==> src/rtl/lf_pkg.sv <==
package lf_pkg;

  localparam logic [31:0] CRC_POLY = 32'hEDB88320;

  typedef enum logic {ST_RECV, ST_DRAIN} lf_state_e;

  // number of Hamming check bits for a data width
  function automatic int par_bits(int dw);
    int r;
    r = 1;
    while ((1 << r) < dw + r + 1) r++;
    return r;
  endfunction

  // full codeword width: data, check bits, overall parity
  function automatic int cw_width(int dw);
    return dw + par_bits(dw) + 1;
  endfunction

  // 1-based Hamming position of data bit idx (skips powers of two)
  function automatic int data_pos(int idx);
    int p;
    int k;
    p = 0;
    k = -1;
    while (k < idx) begin
      p++;
      if ((p & (p - 1)) != 0) k++;
    end
    return p;
  endfunction

endpackage

==> src/rtl/lf_secded_dec.sv <==
module lf_secded_dec #(
  parameter int DATA_W = 32
) (
  input  logic [lf_pkg::cw_width(DATA_W)-1:0] cw_i,
  output logic [DATA_W-1:0]                   data_o,
  output logic                                single_o,
  output logic                                double_o
);
  localparam int R  = lf_pkg::par_bits(DATA_W);
  localparam int HW = DATA_W + R;

  logic [R-1:0]  syn;
  logic          par;
  logic [HW-1:0] fixed;

  always_comb begin
    syn = '0;
    for (int i = 0; i < HW; i++) begin
      if (cw_i[i]) syn = syn ^ R'(i + 1);
    end
    par      = ^cw_i;
    fixed    = cw_i[HW-1:0];
    single_o = 1'b0;
    double_o = 1'b0;
    if (par) begin
      // odd weight: one flip, in a Hamming bit or in the parity bit
      if (syn == '0) begin
        single_o = 1'b1;
      end else if (int'(syn) <= HW) begin
        single_o = 1'b1;
        for (int i = 0; i < HW; i++) begin
          if (int'(syn) == i + 1) fixed[i] = ~fixed[i];
        end
      end else begin
        double_o = 1'b1;
      end
    end else if (syn != '0) begin
      double_o = 1'b1;
    end
  end

  for (genvar d = 0; d < DATA_W; d++) begin : g_extract
    localparam int POS = lf_pkg::data_pos(d);
    assign data_o[d] = fixed[POS-1];
  end

endmodule

==> src/rtl/lf_crc32.sv <==
module lf_crc32 #(
  parameter int DATA_W = 32
) (
  input  logic              clk,
  input  logic              rst_n,
  input  logic              clr,
  input  logic              en,
  input  logic [DATA_W-1:0] din,
  output logic [31:0]       crc_o
);
  logic [31:0] c_q;
  logic [31:0] c_n;

  always_comb begin
    c_n = c_q;
    for (int i = 0; i < DATA_W; i++) begin
      if (c_n[0] ^ din[i]) c_n = (c_n >> 1) ^ lf_pkg::CRC_POLY;
      else                 c_n = c_n >> 1;
    end
  end

  always_ff @(posedge clk or negedge rst_n) begin
    if (!rst_n)   c_q <= '1;
    else if (clr) c_q <= '1;
    else if (en)  c_q <= c_n;
  end

  assign crc_o = ~c_q;

endmodule

==> src/rtl/lf_pkt_store.sv <==
module lf_pkt_store #(
  parameter int DATA_W = 32,
  parameter int DEPTH  = 16,
  localparam int AW    = $clog2(DEPTH)
) (
  input  logic              clk,
  input  logic              we,
  input  logic [AW-1:0]     waddr,
  input  logic [DATA_W-1:0] wdata,
  input  logic [AW-1:0]     raddr,
  output logic [DATA_W-1:0] rdata
);
  logic [DATA_W-1:0] mem [DEPTH];

  always_ff @(posedge clk) begin
    if (we) mem[waddr] <= wdata;
  end

  assign rdata = mem[raddr];

endmodule

==> src/rtl/lf_sat_ctr.sv <==
module lf_sat_ctr #(
  parameter int W = 16
) (
  input  logic         clk,
  input  logic         rst_n,
  input  logic         inc,
  output logic [W-1:0] cnt
);
  always_ff @(posedge clk or negedge rst_n) begin
    if (!rst_n)                  cnt <= '0;
    else if (inc && cnt != '1)   cnt <= cnt + 1'b1;
  end

  // once full the counter stays full
  p_sat_hold_r8: assert property (@(posedge clk) disable iff (!rst_n)
    (cnt == '1) |=> (cnt == '1));

  // a counted event below the limit moves the count by exactly one
  p_step_r7: assert property (@(posedge clk) disable iff (!rst_n)
    (inc && cnt != '1) |=> (cnt == $past(cnt) + 1'b1));

endmodule

==> src/rtl/lnk_flit_filter.sv <==
module lnk_flit_filter #(
  parameter int DATA_W    = 32,
  parameter int MAX_FLITS = 16,
  parameter int CNT_W     = 16
) (
  input  logic                                clk,
  input  logic                                rst_n,
  input  logic                                in_valid,
  output logic                                in_ready,
  input  logic [lf_pkg::cw_width(DATA_W)-1:0] in_cw,
  input  logic                                in_last,
  output logic                                out_valid,
  input  logic                                out_ready,
  output logic [DATA_W-1:0]                   out_data,
  output logic                                out_sop,
  output logic                                out_eop,
  output logic [CNT_W-1:0]                    cnt_corrected,
  output logic [CNT_W-1:0]                    cnt_ecc_drop,
  output logic [CNT_W-1:0]                    cnt_crc_drop
);
  localparam int AW  = $clog2(MAX_FLITS);
  localparam int LW  = $clog2(MAX_FLITS + 1);
  localparam int NCT = 3;

  lf_pkg::lf_state_e st_q;

  logic [DATA_W-1:0] dec_data;
  logic              dec_single;
  logic              dec_double;
  logic [31:0]       crc_val;

  logic [LW-1:0] wcnt_q;
  logic [LW-1:0] len_q;
  logic [AW-1:0] rptr_q;
  logic          ecc_bad_q;
  logic          ovf_q;

  logic acc, acc_body, acc_tail;
  logic full, ecc_fail, crc_ok, commit;
  logic rd_hs, rd_last;
  logic [NCT-1:0]   inc_vec;
  logic [CNT_W-1:0] cnt_arr [NCT];

  lf_secded_dec #(.DATA_W(DATA_W)) u_dec (
    .cw_i     (in_cw),
    .data_o   (dec_data),
    .single_o (dec_single),
    .double_o (dec_double)
  );

  assign in_ready = (st_q == lf_pkg::ST_RECV);
  assign acc      = in_valid && in_ready;
  assign acc_body = acc && !in_last;
  assign acc_tail = acc && in_last;
  assign full     = (wcnt_q == LW'(MAX_FLITS));

  lf_crc32 #(.DATA_W(DATA_W)) u_crc (
    .clk   (clk),
    .rst_n (rst_n),
    .clr   (acc_tail),
    .en    (acc_body),
    .din   (dec_data),
    .crc_o (crc_val)
  );

  lf_pkt_store #(.DATA_W(DATA_W), .DEPTH(MAX_FLITS)) u_store (
    .clk   (clk),
    .we    (acc_body && !full),
    .waddr (wcnt_q[AW-1:0]),
    .wdata (dec_data),
    .raddr (rptr_q),
    .rdata (out_data)
  );

  assign ecc_fail = ecc_bad_q || dec_double;
  assign crc_ok   = (crc_val == dec_data[31:0]);
  assign commit   = acc_tail && !ecc_fail && !ovf_q && crc_ok && (wcnt_q != '0);

  assign out_valid = (st_q == lf_pkg::ST_DRAIN);
  assign out_sop   = out_valid && (rptr_q == '0);
  assign rd_last   = ((LW'(rptr_q) + LW'(1)) == len_q);
  assign out_eop   = out_valid && rd_last;
  assign rd_hs     = out_valid && out_ready;

  // receive bookkeeping for the packet being gathered
  always_ff @(posedge clk or negedge rst_n) begin
    if (!rst_n) begin
      wcnt_q    <= '0;
      ecc_bad_q <= 1'b0;
      ovf_q     <= 1'b0;
    end else if (acc_tail) begin
      wcnt_q    <= '0;
      ecc_bad_q <= 1'b0;
      ovf_q     <= 1'b0;
    end else if (acc_body) begin
      if (dec_double) ecc_bad_q <= 1'b1;
      if (full) ovf_q  <= 1'b1;
      else      wcnt_q <= wcnt_q + 1'b1;
    end
  end

  // commit / drain sequencing
  always_ff @(posedge clk or negedge rst_n) begin
    if (!rst_n) begin
      st_q   <= lf_pkg::ST_RECV;
      len_q  <= '0;
      rptr_q <= '0;
    end else begin
      case (st_q)
        lf_pkg::ST_RECV: begin
          if (commit) begin
            st_q   <= lf_pkg::ST_DRAIN;
            len_q  <= wcnt_q;
            rptr_q <= '0;
          end
        end
        default: begin
          if (rd_hs) begin
            if (rd_last) st_q   <= lf_pkg::ST_RECV;
            else         rptr_q <= rptr_q + 1'b1;
          end
        end
      endcase
    end
  end

  assign inc_vec[0] = acc && dec_single;
  assign inc_vec[1] = acc_tail && ecc_fail;
  assign inc_vec[2] = acc_tail && !ecc_fail && !ovf_q && !crc_ok;

  for (genvar g = 0; g < NCT; g++) begin : g_cnt
    lf_sat_ctr #(.W(CNT_W)) u_ctr (
      .clk   (clk),
      .rst_n (rst_n),
      .inc   (inc_vec[g]),
      .cnt   (cnt_arr[g])
    );
  end

  assign cnt_corrected = cnt_arr[0];
  assign cnt_ecc_drop  = cnt_arr[1];
  assign cnt_crc_drop  = cnt_arr[2];

  // a stalled output flit is held
  p_hold_r6: assert property (@(posedge clk) disable iff (!rst_n)
    (out_valid && !out_ready) |=>
      (out_valid && $stable(out_data) && $stable(out_sop) && $stable(out_eop)));

  // every burst of output flits opens with a start marker
  p_sop_first_r5: assert property (@(posedge clk) disable iff (!rst_n)
    $rose(out_valid) |-> out_sop);

  // the end marker's handshake returns the block to receiving
  p_eop_close_r5: assert property (@(posedge clk) disable iff (!rst_n)
    (out_valid && out_ready && out_eop) |=> (!out_valid && in_ready));

  // a tail closing an uncorrectable packet starts no output
  p_drop_quiet_r4: assert property (@(posedge clk) disable iff (!rst_n)
    (in_valid && in_ready && in_last && (dec_double || ecc_bad_q)) |=> !out_valid);

endmodule

==> config.mk <==
export PLATFORM = sky130hd
export DESIGN_NAME = lnk_flit_filter
export DESIGN_NICKNAME = d
export VERILOG_FILES = /design/src/rtl/lf_pkg.sv /design/src/rtl/lf_secded_dec.sv /design/src/rtl/lf_crc32.sv /design/src/rtl/lf_pkt_store.sv /design/src/rtl/lf_sat_ctr.sv /design/src/rtl/lnk_flit_filter.sv
export SDC_FILE = /design/constraint.sdc
export NUM_CORES = 1
export LEC_CHECK = 0
export BUFFER_PORTS_ARGS = -buffer_cell sky130_fd_sc_hd__buf_2
export CORE_AREA = 2 2 181 361
export DETAILED_ROUTE_END_ITERATION = 7
export DIE_AREA = 0 0 183 363
export PLACE_DENSITY_LB_ADDON = 0.2
export SLEW_MARGIN = 20
export SYNTH_ARGS = -nofsm -noshare
export SYNTH_HDL_FRONTEND = slang
export SYNTH_SLANG_ARGS = --single-unit
==> constraint.sdc <==
create_clock -name clk -period 4.5 [get_ports clk]
set_input_delay 0.45 -clock clk [delete_from_list [all_inputs] [get_ports clk]]
set_output_delay 0.45 -clock clk [all_outputs]
set_load 0.05 [all_outputs]
# After elaboration in Yosys (flattened, before gate mapping)
# Memory sizes are Yosys's and may differ from the RTL's.
# Index checks and enable logic that the tools add are counted.
[classes]
n_addsub = 6
magnitude_cmp = 1
eq_ne = 47
muxes = 139
bitwise = 141
n_reduce_logical = 37
[ops]
columns = ["cell", "count"]
rows = [
  ["$mux 32", 34],
  ["$not 13->14", 32],
  ["$eq 6x6->1 const B", 23],
  ["$mux 38", 3],
  ["$mux 5", 19],
  ["$mux 1", 58],
  ["$add 16x1->16 const B", 3],
  ["$eq 6x5->1 const B", 8],
  ["$mux 4", 12],
  ["$ne 16x16->1 const B", 3],
  ["$mux 6", 7],
  ["$not 1->1", 39],
  ["$not 3->3", 13],
  ["$reduce_xor 39->1", 1],
  ["$eq 32x32->1", 1],
  ["$not 32->32", 1],
  ["$xor 1x1->1", 32],
  ["$not 2->2", 13],
  ["$eq 6x4->1 const B", 4],
  ["$not 4->4", 5],
  ["$logic_and 1x1->1", 17],
  ["$eq 6x3->1 const B", 2],
  ["$mux 3", 4],
  ["$reduce_and 2->1", 4],
  ["other kinds (20)", 33],
]
[word_totals]
reg_bits = 97
ramBits = 512
in_bits = 44
out_inout_bits = 84
n_memories = 1
[memory_table]
columns = ["name", "words", "word_bits", "rd", "rd_ports_with_merged_regs", "write_ports", "line", "rtl"]
rows = [
  ["u_store.mem", 16, 32, 1, 0, 1, "lf_pkt_store.sv:13", "logic [DATA_W-1:0] mem [DEPTH];"],
]

# Longest topological paths before layout
[depth]
depth_word = 141
mapped_depth = 19
ltp_nobuf = 17

# By module
# Synthesis repeated with hierarchy kept, for this count alone.
[hier_totals]
hier_cells = 1746
hier_area_um2 = 29635.9
[modules_own_cells]
columns = ["mod", "instances", "cells_per_inst", "area_per_inst_um2", "seq_area_each_um2"]
rows = [
  ["lf_pkt_store", 1, 806, 19195.9, 15374.7],
  ["lf_crc32", 1, 400, 4729.5, 840.8],
  ["lf_sat_ctr", 3, 77, 884.6, 400.4],
  ["lf_secded_dec", 1, 158, 1647.8, 0.0],
  ["lnk_flit_filter", 1, 151, 1408.9, 425.4],
]

# Worst setup path after synthesis
# OpenSTA, ideal clock, no wires.
[synth_timing]
path_kind = "input to register"
from = "in in_cw[22] in the netlist's numbering"
to = "reg u_crc.c_q[19]"
setup_time_ps = 73
t_arrival_ps = 5560
required_ps = 4427
setup_slack_ps = -1133
stages = 16
path_cell_list = "buf_2 xnor3_1 xor3_1 xnor3_1 nand2b_1 clkbuf_1 nor3_4 xnor2_4 xnor3_2 xnor2_4 xor3_2 xnor2_1 xor3_2 xnor2_2 xnor3_1 a21oi_1"
[synth_between]
elab_chain_len = 78
elab_cells_between_ends = 194
classes_between = "order compare: 1; eq/ne: 31; mux: 84; bitwise: 76; reduce/logical: 2"
[synth_lines]
columns = ["element", "line", "rtl"]
rows = [
  ["start: declaration", "lnk_flit_filter.sv:10", "input logic [lf_pkg::cw_width(DATA_W)-1:0] in_cw,"],
  ["parallel branches: the longest is 28 deep, another holds $mux 5", "n/a", ""],
  ["$mux 38 *", "lf_secded_dec.sv:25", "if (par) begin"],
  ["$xor 1x1->1", "lf_crc32.sv:17", "if (c_n[0] ^ din[i]) c_n = (c_n >> 1) ^ lf_pkg::CRC_POLY;"],
  ["$mux 32", "lf_crc32.sv:17", ""],
  ["$mux 32 or $not 13->14 (tied branches)", "n/a", ""],
  ["$mux 32", "lf_crc32.sv:17", ""],
  ["$not 13->14 (no source line) or $mux 32 (tied branches)", "n/a", ""],
  ["$mux 32", "lf_crc32.sv:17", ""],
  ["[35 not listed]", "n/a", ""],
  ["$not 13->14 (no source line)", "n/a", ""],
  ["$mux 32", "lf_crc32.sv:17", ""],
  ["$not 13->14 (no source line)", "n/a", ""],
  ["$mux 32", "lf_crc32.sv:17", ""],
  ["$not 13->14 (no source line)", "n/a", ""],
  ["$mux 32 *", "lf_crc32.sv:17", ""],
  ["$mux 32 *", "lf_crc32.sv:25", "else if (en) c_q <= c_n;"],
  ["$mux 32 *", "lf_crc32.sv:24", "else if (clr) c_q <= '1;"],
  ["end signal: assignment", "lf_crc32.sv:25", ""],
  ["end: declaration", "lf_crc32.sv:11", "logic [31:0] c_q;"],
]
# Mark *: on every way between the ends. The select of a mux whose other input is x is not followed.
# A chain may end at the register's enable or synchronous reset.

# Worst setup path after layout
[layout_timing]
from = "in in_cw[32] in the netlist's numbering"
to = "reg u_crc.c_q[26]"
[layout_between]
elab_chain_len = 64
elab_cells_between_ends = 170
classes_between = "order compare: 1; eq/ne: 30; mux: 73; bitwise: 64; reduce/logical: 2"
[layout_lines]
columns = ["element", "line"]
rows = [
  ["parallel branches: the longest is 15 deep, another holds $le 6x6->1", "n/a"],
  ["$mux 38 *", "lf_secded_dec.sv:25"],
  ["parallel branches: the longest is 45 deep, another holds $mux 32", "n/a"],
  ["$mux 32 *", "lf_crc32.sv:17"],
  ["$mux 32 *", "lf_crc32.sv:25"],
  ["$mux 32 *", "lf_crc32.sv:24"],
]
# Marked as above.

==> metrics.txt <==
# TYPE chip_impl_metric gauge
chip_impl_info{name="run_status",value="finished with violations"} 1
chip_impl_info{name="violated_checks",value="setup timing"} 1
chip_impl_metric{name="worst_slew_pin_slew",unit="ns"} 1.03
chip_impl_metric{name="timing.max_cap.violations",unit=""} 0
chip_impl_metric{name="start_util",unit=""} 0.448
chip_impl_metric{name="grt_antenna_before_repair",unit=""} 3
chip_impl_info{name="yosysTopAreaCell",value="sky130_fd_sc_hd__edfxtp_1"} 1
chip_impl_metric{name="final_layout_size_suffix_gt1_frac",unit=""} 0.506
chip_impl_metric{name="drt_pre_antenna_iters",unit=""} 5
chip_impl_metric{name="core_area",unit="um2"} 63600
chip_impl_metric{name="place_inst",unit=""} 2806
chip_impl_metric{name="fmaxAchievable",unit="MHz"} 200
chip_impl_info{name="cts_tree",value="done"} 1
chip_impl_metric{name="synth_async_sr_flop_share",unit=""} 0.159
chip_impl_metric{name="rows",unit=""} 131
chip_impl_metric{name="first_global_vias",unit=""} 17700
chip_impl_metric{name="vias",unit=""} 16400
chip_impl_metric{name="netlist_area",unit="um2"} 28500
chip_impl_metric{name="post-place-ws",unit="ns"} -1.73
chip_impl_info{name="worst_setup_path_start_kind",value="primary input"} 1
chip_impl_info{name="crit_chain",value="buf_2, buf_4, xnor3_1, xnor2_2, xnor2_2, xnor3_2, buf_12, nand2_8, nor3_4, buf_12, xnor2_4, buf_12, xnor3_2, xnor2_4, xor3_2, buf_6, xor3_2, xnor3_2, xor2_1, a21oi_1"} 1
chip_impl_metric{name="finalCriticalPeriod",unit="ns"} 5.01
chip_impl_metric{name="post-route-drc-count",unit=""} 0
chip_impl_info{name="crit_slowest_cell",value="sky130_fd_sc_hd__xor3_2"} 1
chip_impl_metric{name="max-clock-path-buffers",unit=""} 3
chip_impl_info{name="critical_path_class",value="in -> reg"} 1
chip_impl_info{name="synth_top_flop_cell",value="sky130_fd_sc_hd__edfxtp_1"} 1
chip_impl_info{name="top_cells_by_instance_count_after_synthesis",value="sky130_fd_sc_hd__edfxtp_1, sky130_fd_sc_hd__xnor2_1, sky130_fd_sc_hd__mux4_2"} 1
chip_impl_metric{name="synth_fp_nets",unit=""} 1639
chip_impl_metric{name="wl",unit="um"} 82200
chip_impl_metric{name="placed_wire_length_estimate_after_detailed_placement",unit="um"} 56600
chip_impl_metric{name="worst_skew_pair.late_latency",unit="ns"} 0.60
chip_impl_metric{name="io_buffers",unit=""} 127
chip_impl_info{name="grt_setup_unrepaired",value="yes"} 1
chip_impl_metric{name="track_usage",unit=""} 0.251
chip_impl_metric{name="cts_sinks",unit=""} 609
chip_impl_metric{name="final-setup-viol-count",unit=""} 57
chip_impl_metric{name="final_cells",unit=""} 2998
chip_impl_metric{name="synth_top_area_frac",unit=""} 0.540
chip_impl_metric{name="syn_to_final_growth",unit="%"} 31.8
chip_impl_metric{name="yosysUniqueCellTypes",unit=""} 53
chip_impl_metric{name="grt_start_max_net_pins",unit=""} 67
chip_impl_metric{name="die_width",unit="um"} 183
chip_impl_info{name="cts_root_buffer",value="sky130_fd_sc_hd__clkbuf_16"} 1
chip_impl_metric{name="drt-wirelength-per-cell",unit="um"} 27.4
chip_impl_metric{name="skew",unit="ns"} 0.0216
chip_impl_metric{name="cp_slowest_stage_delay",unit="ns"} 0.55
chip_impl_metric{name="fin_nets",unit=""} 2212
chip_impl_metric{name="cts-buffers-inserted",unit=""} 51
chip_impl_metric{name="synthesis.instances",unit=""} 1584
chip_impl_metric{name="cp_data_required_time",unit="ns"} 5.03
chip_impl_metric{name="setup_ws",unit="ns"} -0.511
chip_impl_metric{name="critical_path_peak_fanout",unit=""} 5
chip_impl_metric{name="post_synth_edffs",unit=""} 512
chip_impl_info{name="synth_most_common_cell",value="sky130_fd_sc_hd__edfxtp_1"} 1
chip_impl_metric{name="fp.dieArea",unit="um2"} 66400
chip_impl_metric{name="post_drt_via_cell_ratio",unit=""} 5.46
chip_impl_metric{name="die-height",unit="um"} 363
chip_impl_metric{name="gp_congestion",unit=""} 0.957
chip_impl_metric{name="cts-htree-levels",unit=""} 2
chip_impl_metric{name="clk_transition_reported_paths",unit="ns"} 0.08
chip_impl_metric{name="average_size_of_a_mapped_cell",unit="um2"} 18.0
chip_impl_metric{name="number_of_nets_with_antenna_violations_after_routing",unit=""} 0
chip_impl_metric{name="finalMaxSlewViolations",unit=""} 0
chip_impl_metric{name="ys_ff_latch",unit=""} 609
chip_impl_metric{name="io_pins",unit=""} 128
chip_impl_metric{name="worst_ep_arrival_time",unit="ns"} 5.54
chip_impl_info{name="kind_of_end_point_of_the_critical_path",value="flop"} 1
chip_impl_metric{name="grt_first_pass_wirelength",unit="um"} 118000
chip_impl_metric{name="globalRoute.totalOverflow",unit=""} 0
chip_impl_metric{name="design_area",unit="um2"} 37500
chip_impl_metric{name="max_slew_margin",unit=""} 0.310
chip_impl_info{name="worst_hold_path_type",value="in -> reg"} 1
chip_impl_metric{name="critical_path_buf_inv_count",unit=""} 6
chip_impl_metric{name="drt_first_iter_violations",unit=""} 1115
chip_impl_info{name="synth_top_cells_by_area",value="sky130_fd_sc_hd__edfxtp_1, sky130_fd_sc_hd__mux4_2, sky130_fd_sc_hd__xnor2_1, sky130_fd_sc_hd__dfrtp_1, sky130_fd_sc_hd__xnor3_1"} 1
chip_impl_metric{name="hold_violations",unit=""} 0
chip_impl_metric{name="n_fill_cell",unit=""} 4838
chip_impl_metric{name="postPlaceCellArea",unit="um2"} 33200
chip_impl_metric{name="tns",unit="ns"} -15.50
chip_impl_metric{name="yosys_warnings",unit=""} 0
chip_impl_metric{name="synth_seq_area_share",unit=""} 0.627
chip_impl_info{name="critPathTopFamily",value="XOR/XNOR gates"} 1
chip_impl_metric{name="post-route-period-util",unit=""} 1.11
[cells in the final DEF (no fill, tap or decap), types with 21 or more instances in the layout]
cell / netlist / layout
sky130_fd_sc_hd__nor2_4: 0 / 21
sky130_fd_sc_hd__nor2_1: 79 / 52
sky130_fd_sc_hd__xnor2_2: 11 / 75
sky130_fd_sc_hd__xor2_1: 89 / 64
sky130_fd_sc_hd__buf_4: 0 / 370
sky130_fd_sc_hd__buf_12: 0 / 23
sky130_fd_sc_hd__xnor2_1: 241 / 147
sky130_fd_sc_hd__nand2_1: 48 / 45
sky130_fd_sc_hd__mux4_2: 160 / 160
sky130_fd_sc_hd__clkbuf_16: 0 / 52
sky130_fd_sc_hd__dfrtp_1: 65 / 61
sky130_fd_sc_hd__xnor3_1: 60 / 32
sky130_fd_sc_hd__a21oi_1: 43 / 39
sky130_fd_sc_hd__xnor3_2: 4 / 32
sky130_fd_sc_hd__buf_2: 4 / 118
sky130_fd_sc_hd__xnor2_4: 5 / 35
sky130_fd_sc_hd__buf_6: 0 / 55
sky130_fd_sc_hd__edfxtp_1: 512 / 512
sky130_fd_sc_hd__dfstp_2: 32 / 32
[what timing repair did]
item,in CTS,in global routing
hold endpoints to repair,49,0
pin swaps,80,61
hold buffers,1,0
buffers inserted,63,43
cloned,1,0
endpoints found under the setup margin,58,58
resized for setup,177,105
[through the flow]
| step | util | hold WS [ns] |
|---|---|---|
| after floorplan | - | 0.154 |
| after global placement | 0.523 | 0.469 |
| after detailed placement | 0.523 | 0.475 |
| after CTS | 0.576 | 0.0468 |
| after global routing | 0.590 | 0.0708 |
| final | 0.590 | 0.0808 |
[final timing paths]
| kind | cells past startpoint | startpoint | slack [ns] | endpoint |
|---|---|---|---|---|
| min | 2 | out_ready | 0.08 | out_valid |
| min reg2reg | 1 | g_cnt[0].u_ctr.cnt[7] | 0.48 | g_cnt[0].u_ctr.cnt[7] |
| max reg2reg | 15 | u_crc.c_q[5] | 0.48 | u_crc.c_q[25] |
| max in group asynchronous | 3 | rst_n | 2.82 | g_cnt[1].u_ctr.cnt[5] |
| max | 20 | in_cw[32] | -0.51 | u_crc.c_q[26] |
| min in group asynchronous | 2 | rst_n | 0.48 | g_cnt[0].u_ctr.cnt[9] |
[metal layers]
metal | vias up | wire (um) | track usage
li1 | 7190 | - | -
met1 | 8463 | 27000 | 0.262
met2 | 478 | 44800 | 0.466
met3 | 240 | 3540 | 0.0292
met4 | 2 | 6850 | 0.168
met5 | - | 11 | 0
[state kept, by name (all words and copies together), names as in the netlist]
name,count
g_cnt.u_ctr.cnt,48
ecc_bad_q,1
ovf_q,1
u_store.mem,512
rptr_q,4
len_q,5
u_crc.c_q,32
wcnt_q,5
out_valid,1
[cells by family (layout without fill, tap and decap cells)]
kind of cell	after synthesis	count (layout)	synth area share
mux	168	168	0.130
xor+xnor	427	427	0.177
fa+ha+maj	11	11	0.00483
simple gates	237	237	0.0402
buf+inv	69	683	0.00936
flops	609	609	0.627
compound gates	63	63	0.0123
other cells	0	2	0
[cell type report]
cell class,count,area (um2),share of cell area
antenna,2,5.00,0.000133
clock buffer,60,1340,0.0357
clock inverter,34,439,0.0117
inverter,12,52.6,0.00140
multi-input combinational,906,12200,0.326
sequential,609,17900,0.476
tap,798,998,0.0266
timing repair buffer,577,4610,0.123
Power is not shown: default switching activity piles up to over one toggle a cycle in this logic, so the estimate is an artifact.
